**config.mk**
```make
export PLATFORM = sky130hd
export DESIGN_NAME = cfg_hdr_parser
export DESIGN_NICKNAME = d
export VERILOG_FILES = /design/src/rtl/cfgp_pkg.sv /design/src/rtl/cfgp_down_ctr.sv /design/src/rtl/cfgp_sync_watch.sv /design/src/rtl/cfg_hdr_parser.sv
export SDC_FILE = /design/constraint.sdc
export NUM_CORES = 1
export LEC_CHECK = 0
export ABC_AREA = 1
export CAP_MARGIN = 20
export CORE_MARGIN = 8
export CORE_UTILIZATION = 60
export CTS_CLUSTER_SIZE = 10
export DETAILED_ROUTE_END_ITERATION = 16
export MAX_ROUTING_LAYER = met4
export PLACE_DENSITY = 0.89
export SYNTH_ARGS = -nofsm -noshare
export SYNTH_HDL_FRONTEND = slang
export SYNTH_SLANG_ARGS = --single-unit
```
**constraint.sdc**
```tcl
create_clock -name clk -period 3.2 [get_ports clk]
set_input_delay 0.32 -clock clk [delete_from_list [all_inputs] [get_ports clk]]
set_output_delay 0.32 -clock clk [all_outputs]
set_load 0.005 [all_outputs]
```
**src/rtl/cfgp_pkg.sv**
```systemverilog
package cfgp_pkg;
  localparam int BYTE_W = 8;

  typedef enum logic [2:0] {
    ST_PRE_LEN,
    ST_PRE_SKIP,
    ST_ID_LEN,
    ST_KEY,
    ST_FLD_LEN,
    ST_TEXT,
    ST_PAY
  } cfgp_state_e;
endpackage

```
**src/rtl/cfgp_down_ctr.sv**
```systemverilog
module cfgp_down_ctr #(
  parameter int W = 32
) (
  input  logic         clk,
  input  logic         rst,
  input  logic         load,
  input  logic [W-1:0] load_val,
  input  logic         dec,
  output logic         is_one
);
  logic [W-1:0] cnt;

  always_ff @(posedge clk) begin
    if (rst)       cnt <= '0;
    else if (load) cnt <= load_val;
    else if (dec)  cnt <= cnt - W'(1);
  end

  assign is_one = (cnt == W'(1));
endmodule

```
**src/rtl/cfgp_sync_watch.sv**
```systemverilog
module cfgp_sync_watch #(
  parameter int           W    = 32,
  parameter logic [W-1:0] SYNC = 32'hAA995566
) (
  input  logic       clk,
  input  logic       rst,
  input  logic       clr,
  input  logic       shift,
  input  logic [7:0] byte_in,
  output logic       hit,
  output logic       found
);
  logic [W-1:0] win;
  logic [W-1:0] win_nxt;

  assign win_nxt = {win[W-9:0], byte_in};
  assign hit     = shift && (win_nxt == SYNC);

  always_ff @(posedge clk) begin
    if (rst || clr) begin
      win   <= '0;
      found <= 1'b0;
    end else if (shift) begin
      win   <= win_nxt;
      found <= found | hit;
    end
  end
endmodule

```
**src/rtl/cfg_hdr_parser.sv**
```systemverilog
module cfg_hdr_parser
  import cfgp_pkg::*;
#(
  parameter int                LEN_W       = 32,
  parameter int                SYNC_W      = 32,
  parameter logic [SYNC_W-1:0] SYNC_WORD   = 32'hAA995566,
  parameter logic [7:0]        KEY_LO      = 8'h61,
  parameter logic [7:0]        KEY_PAY     = 8'h65,
  parameter int                ID_LEN      = 1,
  parameter int                TAG_W       = 3,
  parameter int                SHORT_LEN_B = 2
) (
  input  logic             clk,
  input  logic             rst,
  input  logic [7:0]       in_data,
  input  logic             in_valid,
  output logic             in_ready,
  output logic [7:0]       out_data,
  output logic             out_valid,
  input  logic             out_ready,
  output logic [7:0]       txt_data,
  output logic             txt_valid,
  output logic [TAG_W-1:0] txt_tag,
  output logic             txt_last,
  output logic [LEN_W-1:0] pay_len,
  output logic             sync_found,
  output logic             done,
  output logic             err
);
  localparam int LONG_LEN_B = LEN_W / BYTE_W;
  localparam int NB_W       = (LONG_LEN_B > 1) ? $clog2(LONG_LEN_B) : 1;

  cfgp_state_e      state;
  logic [LEN_W-1:0] acc;
  logic [NB_W-1:0]  nb;
  logic [NB_W-1:0]  need_m1;
  logic [7:0]       key_q;
  logic [LEN_W-1:0] len_val;
  logic             accept, len_state, len_last, key_ok;
  logic             ctr_load, ctr_dec, ctr_one;
  logic             sync_clr, sync_shift, sync_hit;

  // Payload path: combinational pass-through, input stalls with output.
  assign in_ready  = !err && ((state == ST_PAY) ? out_ready : 1'b1);
  assign out_valid = (state == ST_PAY) && in_valid && !err;
  assign out_data  = in_data;
  assign accept    = in_valid && in_ready;

  // Length field assembly (two bytes, four for the payload key).
  assign len_state = (state == ST_PRE_LEN) || (state == ST_ID_LEN) || (state == ST_FLD_LEN);
  assign need_m1   = (state == ST_FLD_LEN && key_q == KEY_PAY) ? NB_W'(LONG_LEN_B - 1)
                                                               : NB_W'(SHORT_LEN_B - 1);
  assign len_last  = len_state && (nb == need_m1);
  assign len_val   = {acc[LEN_W-9:0], in_data};
  assign key_ok    = (in_data >= KEY_LO) && (in_data <= KEY_PAY);

  assign ctr_load   = accept && len_last && (state == ST_PRE_LEN || state == ST_FLD_LEN);
  assign ctr_dec    = accept && (state == ST_PRE_SKIP || state == ST_TEXT || state == ST_PAY);
  assign sync_clr   = ctr_load && (state == ST_FLD_LEN) && (key_q == KEY_PAY);
  assign sync_shift = accept && (state == ST_PAY);

  cfgp_down_ctr #(.W(LEN_W)) u_ctr (
    .clk(clk), .rst(rst), .load(ctr_load), .load_val(len_val),
    .dec(ctr_dec), .is_one(ctr_one)
  );

  cfgp_sync_watch #(.W(SYNC_W), .SYNC(SYNC_WORD)) u_sync (
    .clk(clk), .rst(rst), .clr(sync_clr), .shift(sync_shift),
    .byte_in(in_data), .hit(sync_hit), .found(sync_found)
  );

  always_ff @(posedge clk) begin
    if (rst) begin
      state     <= ST_PRE_LEN;
      acc       <= '0;
      nb        <= '0;
      key_q     <= '0;
      err       <= 1'b0;
      done      <= 1'b0;
      pay_len   <= '0;
      txt_valid <= 1'b0;
      txt_last  <= 1'b0;
      txt_data  <= '0;
      txt_tag   <= '0;
    end else begin
      txt_valid <= 1'b0;
      txt_last  <= 1'b0;
      if (accept) begin
        done <= 1'b0;
        if (len_state) begin
          if (len_last) begin
            acc <= '0;
            nb  <= '0;
          end else begin
            acc <= len_val;
            nb  <= nb + NB_W'(1);
          end
        end
        unique case (state)
          ST_PRE_LEN:  if (len_last) state <= (len_val == '0) ? ST_ID_LEN : ST_PRE_SKIP;
          ST_PRE_SKIP: if (ctr_one) state <= ST_ID_LEN;
          ST_ID_LEN: if (len_last) begin
            if (len_val != LEN_W'(ID_LEN)) err <= 1'b1;
            else state <= ST_KEY;
          end
          ST_KEY: begin
            if (key_ok) begin
              key_q <= in_data;
              state <= ST_FLD_LEN;
            end else begin
              err <= 1'b1;
            end
          end
          ST_FLD_LEN: if (len_last) begin
            if (key_q == KEY_PAY) begin
              pay_len <= len_val;
              if (len_val == '0) begin
                done  <= 1'b1;
                err   <= 1'b1;
                state <= ST_PRE_LEN;
              end else begin
                state <= ST_PAY;
              end
            end else begin
              state <= (len_val == '0) ? ST_KEY : ST_TEXT;
            end
          end
          ST_TEXT: begin
            txt_valid <= 1'b1;
            txt_data  <= in_data;
            txt_tag   <= key_q[TAG_W-1:0];
            txt_last  <= ctr_one;
            if (ctr_one) state <= ST_KEY;
          end
          ST_PAY: if (ctr_one) begin
            done  <= 1'b1;
            state <= ST_PRE_LEN;
            if (!(sync_found || sync_hit)) err <= 1'b1;
          end
          default: state <= ST_PRE_LEN;
        endcase
      end
    end
  end
endmodule

```
### Yosys cells after proc, flatten, opt, wreduce, memory -nomap -nowiden

Index checks and enable logic that the tools add are counted.

| word-level totals | value |
|---|---|
| logic and storage cells | 113 |
| input bits | 12 |
| output and inout bits | 58 |
| bits in registers | 141 |

| operators by class | value |
|---|---|
| bitwise gates (word level) | 3 |
| multiplexer cells | 34 |
| magnitude comparators | 2 |
| equality and inequality tests | 24 |
| add/sub/neg operators | 2 |
| reductions and logical operators | 34 |

Operators by type and width:

| kind | count |
|---|---|
| $mux 32 | 2 |
| $mux 3 | 11 |
| $eq 32x1->1 const B | 1 |
| $eq 32x32->1 const B | 1 |
| $logic_not 32->1 | 1 |
| $ne 32x1->1 const B | 1 |
| $sub 32x1->32 const B | 1 |
| $mux 24 | 1 |
| $pmux 3 s7 | 1 |
| $ne 2x2->1 const B | 10 |
| $logic_and 1x1->1 | 14 |
| $mux 1 | 14 |
| $reduce_and 10->1 | 1 |
| $eq 3x3->1 const B | 3 |
| $reduce_and 9->1 | 1 |
| $eq 8x7->1 const B | 1 |
| $ge 8x7->1 const B | 1 |
| $le 8x7->1 const B | 1 |
| $logic_or 1x1->1 | 7 |
| $eq 3x2->1 const B | 2 |
| $mux 2 | 3 |
| $ne 2x1->1 const B | 3 |
| $pmux 1 s4 | 1 |
| $reduce_and 2->1 | 2 |
| other kinds (14) | 15 |

### Longest topological paths before layout

| depth | value |
|---|---|
| word-level depth | 10 |
| depth in mapped cells | 14 |

### Hierarchy

A second synthesis with hierarchy kept.

| unflattened totals | value |
|---|---|
| cell total of the unflattened synthesis | 959 |
| area, all modules | 6,942.9 sq um |

By module, submodules not included:

| module | times used | cells each | area an instance (sq um) | sequential area each (sq um) |
|---|---|---|---|---|
| cfg_hdr_parser | 1 | 464 | 3,616.0 | 1,681.6 |
| cfgp_down_ctr | 1 | 354 | 2,314.7 | 640.6 |
| cfgp_sync_watch | 1 | 141 | 1,012.2 | 500.5 |

### Least setup slack after synthesis

OpenSTA, ideal clock, no wires.

| path | value |
|---|---|
| kind | input to register |
| start point | input in_data[1] |
| end point | register state[1] |
| arrival | 1,682 ps |
| path buffers | 1 |
| stages | 11 |
| setup time | 112 ps |
| path slack | 1,406 ps |
| cells stage by stage | clkbuf_1 -> nor2_1 -> nand2_1 -> nor2_1 -> nand2_1 -> nor2_1 -> ha_1 -> a221oi_1 -> nand2_1 -> nor2_1 -> nor2_1 |

| between the ends | value |
|---|---|
| longest elaborated chain between the ends | 5 |

Ends and longest elaborated chain:

| element | line | RTL |
|---|---|---|
| start, declared | cfg_hdr_parser.sv:15 | `input logic [7:0] in_data,` |
| parallel branches: the longest is 5 deep, another holds $ge 8x7->1 | n/a |  |
| end signal, assigned | cfg_hdr_parser.sv:100 | `ST_PRE_LEN: if (len_last) state <= (len_val == '0) ? ST_ID_LEN : ST_PRE_SKIP;` |
| end signal, assigned | cfg_hdr_parser.sv:125 | `state <= (len_val == '0) ? ST_KEY : ST_TEXT;` |
| end, declared | cfg_hdr_parser.sv:33 | `cfgp_state_e state;` |

Several ways; the timed one is not identified. The select of a mux whose other input is x is not followed.
A chain may end at the register's enable or synchronous reset.

### Worst setup path in the final report

| path | value |
|---|---|
| start point | register state[0] |
| end point | register acc[10] |

| between the ends | value |
|---|---|
| longest elaborated chain between the ends | 6 |

Ends and longest elaborated chain:

| element | line | RTL |
|---|---|---|
| $eq 3x3->1 | cfg_hdr_parser.sv:50, cfg_hdr_parser.sv:51 |  |
| $logic_and 1x1->1 | cfg_hdr_parser.sv:51 | `assign need_m1 = (state == ST_FLD_LEN && key_q == KEY_PAY) ? NB_W'(LONG_LEN_B - 1)` |
| $mux 2 | cfg_hdr_parser.sv:51 |  |
| $eq 2x2->1 | cfg_hdr_parser.sv:53 | `assign len_last = len_state && (nb == need_m1);` |
| $logic_and 1x1->1 | cfg_hdr_parser.sv:53 |  |
| $mux 24 | cfg_hdr_parser.sv:91 | `if (len_last) begin` |
| end signal, assigned | cfg_hdr_parser.sv:95 | `acc <= len_val;` |
| end, declared | cfg_hdr_parser.sv:34 | `logic [LEN_W-1:0] acc;` |

Parallel ways exist; a longest one is shown, timed or not.

==> results.sh <==
export IMPL_status="finished, final reports clean"
export IMPL_worst_pin_slew_ns=0.922
export IMPL_cts_hold_buffers=0
export IMPL_n_fill_cell=879
export IMPL_ys_types=37
export IMPL_intPower_mw=3.60
export IMPL_n_antenna_cell=0
export IMPL_drv_slew=0
export IMPL_numClockSinks=141
export IMPL_place_ws_ns=0.457
export IMPL_dr_pass1_iters=5
export IMPL_period_share_pct=80.0
export IMPL_p_switching_mw=1.97
export IMPL_die_w_um=123
export IMPL_ys_top_cells_by_area="dfxtp_1 41%, nand2_1 11%, nor2_1 9.7%"
export IMPL_synth_top_cell_area_share_pct=41.0
export IMPL_post_cts_buffers=0
export IMPL_final_cell_mix="196 x nand2_1, 178 x nor2_1, 141 x dfxtp_1, 111 x inv_1, 93 x a21oi_1"
export IMPL_hold_violations=0
export IMPL_dp_cells=1186
export IMPL_area_growth_pct=18.4
export IMPL_fin_ws_ns=0.639
export IMPL_grt_setup_unrepaired="false"
export IMPL_r2r_end="acc[10]$_SDFFE_PP0P_"
export IMPL_grt_pass1_wl_mm=31.4
export IMPL_skew_ns=0.0117
export IMPL_synth_largest_area_cell="dfxtp_1"
export IMPL_wl_mm=19.1
export IMPL_core_area_um2=11300
export IMPL_final_cell_count_no_fill=1217
export IMPL_grt_overflow_total=0
export IMPL_clk_pin_slew_ns=0.06
export IMPL_final_common_cell="nand2_1"
export IMPL_clockBufferDepth=2
export IMPL_num_vias=6927
export IMPL_final_nets=1077
export IMPL_synth_area_um2=6880
export IMPL_drt_wirelength_per_cell_um=15.7
export IMPL_p_comb_share_pct=27.9
export IMPL_reg2regPathDepth=11
export IMPL_ys_ff_latch=141
export IMPL_ant_nets=0
export IMPL_critPathKind="register to register"
export IMPL_grt_pass1_vias=6404
export IMPL_grt_max_degree=48
export IMPL_p_sw_share_pct=35.3
export IMPL_route_detailed_drc=0
export IMPL_dieHeight_um=123
export IMPL_grt_usage_pct=26.8
export IMPL_drive_above_1_share_pct=6.05
export IMPL_power_leakage_nw=3.60
export IMPL_ctsResizeCount=0
export IMPL_start_kind="register"
export IMPL_drtIter0Drc=717
export IMPL_power_mw=5.57
export IMPL_boundaryPins=70
export IMPL_max_cap_violations=0
export IMPL_whs_endpoint="txt_data[6]$_SDFFE_PP0P_"
export IMPL_dp_hpwl_mm=12.9
export IMPL_cp_arrival_ns=2.93
export IMPL_synth_warnings=0
export IMPL_final_util_pct=72.0
export IMPL_maxSlewHeadroom_pct=38.5
export IMPL_viasPerCell=5.69
export IMPL_hold_path_class="register to register"
export IMPL_post_dp_cell_area_um2=7560
export IMPL_clockPowerShare_pct=35.2
export IMPL_max_clock_freq_mhz=390
export IMPL_tns_ns=0
export IMPL_cts_root_buf="clkbuf_16"
export IMPL_timing_rr_start="state[0]$_SDFFE_PP0P_"
export IMPL_initial_utilization_pct=60.8
export IMPL_synthCells=1019
export IMPL_power_frac_seq_pct=36.9
export IMPL_htree_num_levels=4
export IMPL_port_buffer_count=69
export IMPL_num_rows=39
export IMPL_clk_latency_ns=0.43
export IMPL_endpoint_kind="register"
export IMPL_whs_ns=0.462
export IMPL_final_area_um2=8150
export IMPL_holdPathStages=2
export IMPL_crit_start="state[0]$_SDFFE_PP0P_"
export IMPL_ff2ff_setup_slack_ns=0.64
export IMPL_cts_buffers=17
export IMPL_hold_path_startpoint="txt_data[6]$_SDFFE_PP0P_"
export IMPL_ys_seq_area_share_pct=41.0
export IMPL_syn_area_per_cell_um2=6.75
export IMPL_vdd_ir_drop_max_mv=0.511
export IMPL_gp_congestion=0.943
export IMPL_antenna_found_initial=0
export IMPL_cts_tree="yes"
export IMPL_cp_data_required_time_ns=3.56
export IMPL_p_per_area_nw_per_um2=684
export IMPL_dieArea_um2=15100
export IMPL_crit_fanout=27
export IMPL_setup_viol=0
export IMPL_finalCriticalPeriod_ns=2.56
export IMPL_syn_nets=1034
[area by class of cell]
type	count	area [um^2]	share of cell area [%]
inverter	119	447	5.48
sequential	141	2820	34.6
clock inverter	14	160	1.97
timing repair buffer	80	786	9.65
tap	143	179	2.20
multi-input combinational	703	3330	40.8
clock buffer	17	425	5.22
[critical path, cell delays in order (launching register included)]
cell and delay (ns):
dfxtp_1 0.45, inv_2 0.10, nand3_2 0.12, inv_2 0.07
nand2_2 0.08, nand2_2 0.11, nor2_2 0.34, inv_1 0.51
buf_4 0.37, a21oi_1 0.14, o211ai_1 0.12, inv_1 0.09
[layer usage]
| metal | routed length (um) | share of wire, % | track usage [%] | up-vias |
|---|---|---|---|---|
| met4 | 522 | 2.7 | 11.4 | 0 |
| met3 | 1560 | 8.2 | 6.58 | 40 |
| met2 | 8910 | 47 | 41.2 | 341 |
| met5 | 0 | 0 | - | - |
| li1 | - | - | - | 3344 |
| met1 | 8060 | 42 | 33.0 | 3202 |
[worst max-delay path by stage]
stage / slack (ns) / endpoint / cells after the start
after floorplan: 1.41 / state[1]$_SDFFE_PP0P_ / 11
after global placement: 0.60 / acc[10]$_SDFFE_PP0P_ / 10
after detailed placement: 0.46 / acc[17]$_SDFFE_PP0P_ / 10
after CTS: 0.69 / acc[10]$_SDFFE_PP0P_ / 11
after global routing: 0.43 / acc[10]$_SDFFE_PP0P_ / 11
final: 0.64 / acc[10]$_SDFFE_PP0P_ / 11
[synth_stat cells, drive strengths merged]
library cell	n
nand3b	4
nand4	11
nor3	25
xor2	15
nor2b	1
inv	119
or2	2
a221oi	1
a21o	1
dfxtp	141
o2111ai	4
o21a	3
clkbuf	25
nor2	183
ha	3
nand3	44
xnor2	7
a21oi	93
o211ai	20
a31oi	1
and3	2
o21ai	79
a211oi	1
and2	2
nand2	201
buf	31
[power groups by stage]
stage	combinational, mW	sequential (mW)	clock (mW)
floorplan	1.22	2.04	0
global placement	1.47	2.08	0
detailed placement	1.51	2.08	0
CTS	1.53	2.05	1.96
global route	1.77	2.07	2.06
finish	1.56	2.05	1.96
[sequential cells by signal (all words and copies together), names as in the netlist, 2 cells and up]
signal,count
acc,24
key_q,8
nb,2
pay_len,32
state,3
txt_data,8
txt_tag,3
u_ctr.cnt,32
u_sync.win,24
[logic make-up (layout without fill, tap and decap cells)]
kind of cell / count (synthesis) / in the layout / share of synthesized area [%]
and+or+nand+nor: 475 / 475 / 29.0
AOI/OAI and AO/OA: 203 / 203 / 16.0
buffers and inverters: 175 / 230 / 10.6
DFF: 141 / 141 / 41.0
xor gates and xnor gates: 22 / 22 / 2.80
adders and majority gates: 3 / 3 / 0.546
Power figures use the tool's default switching activity.
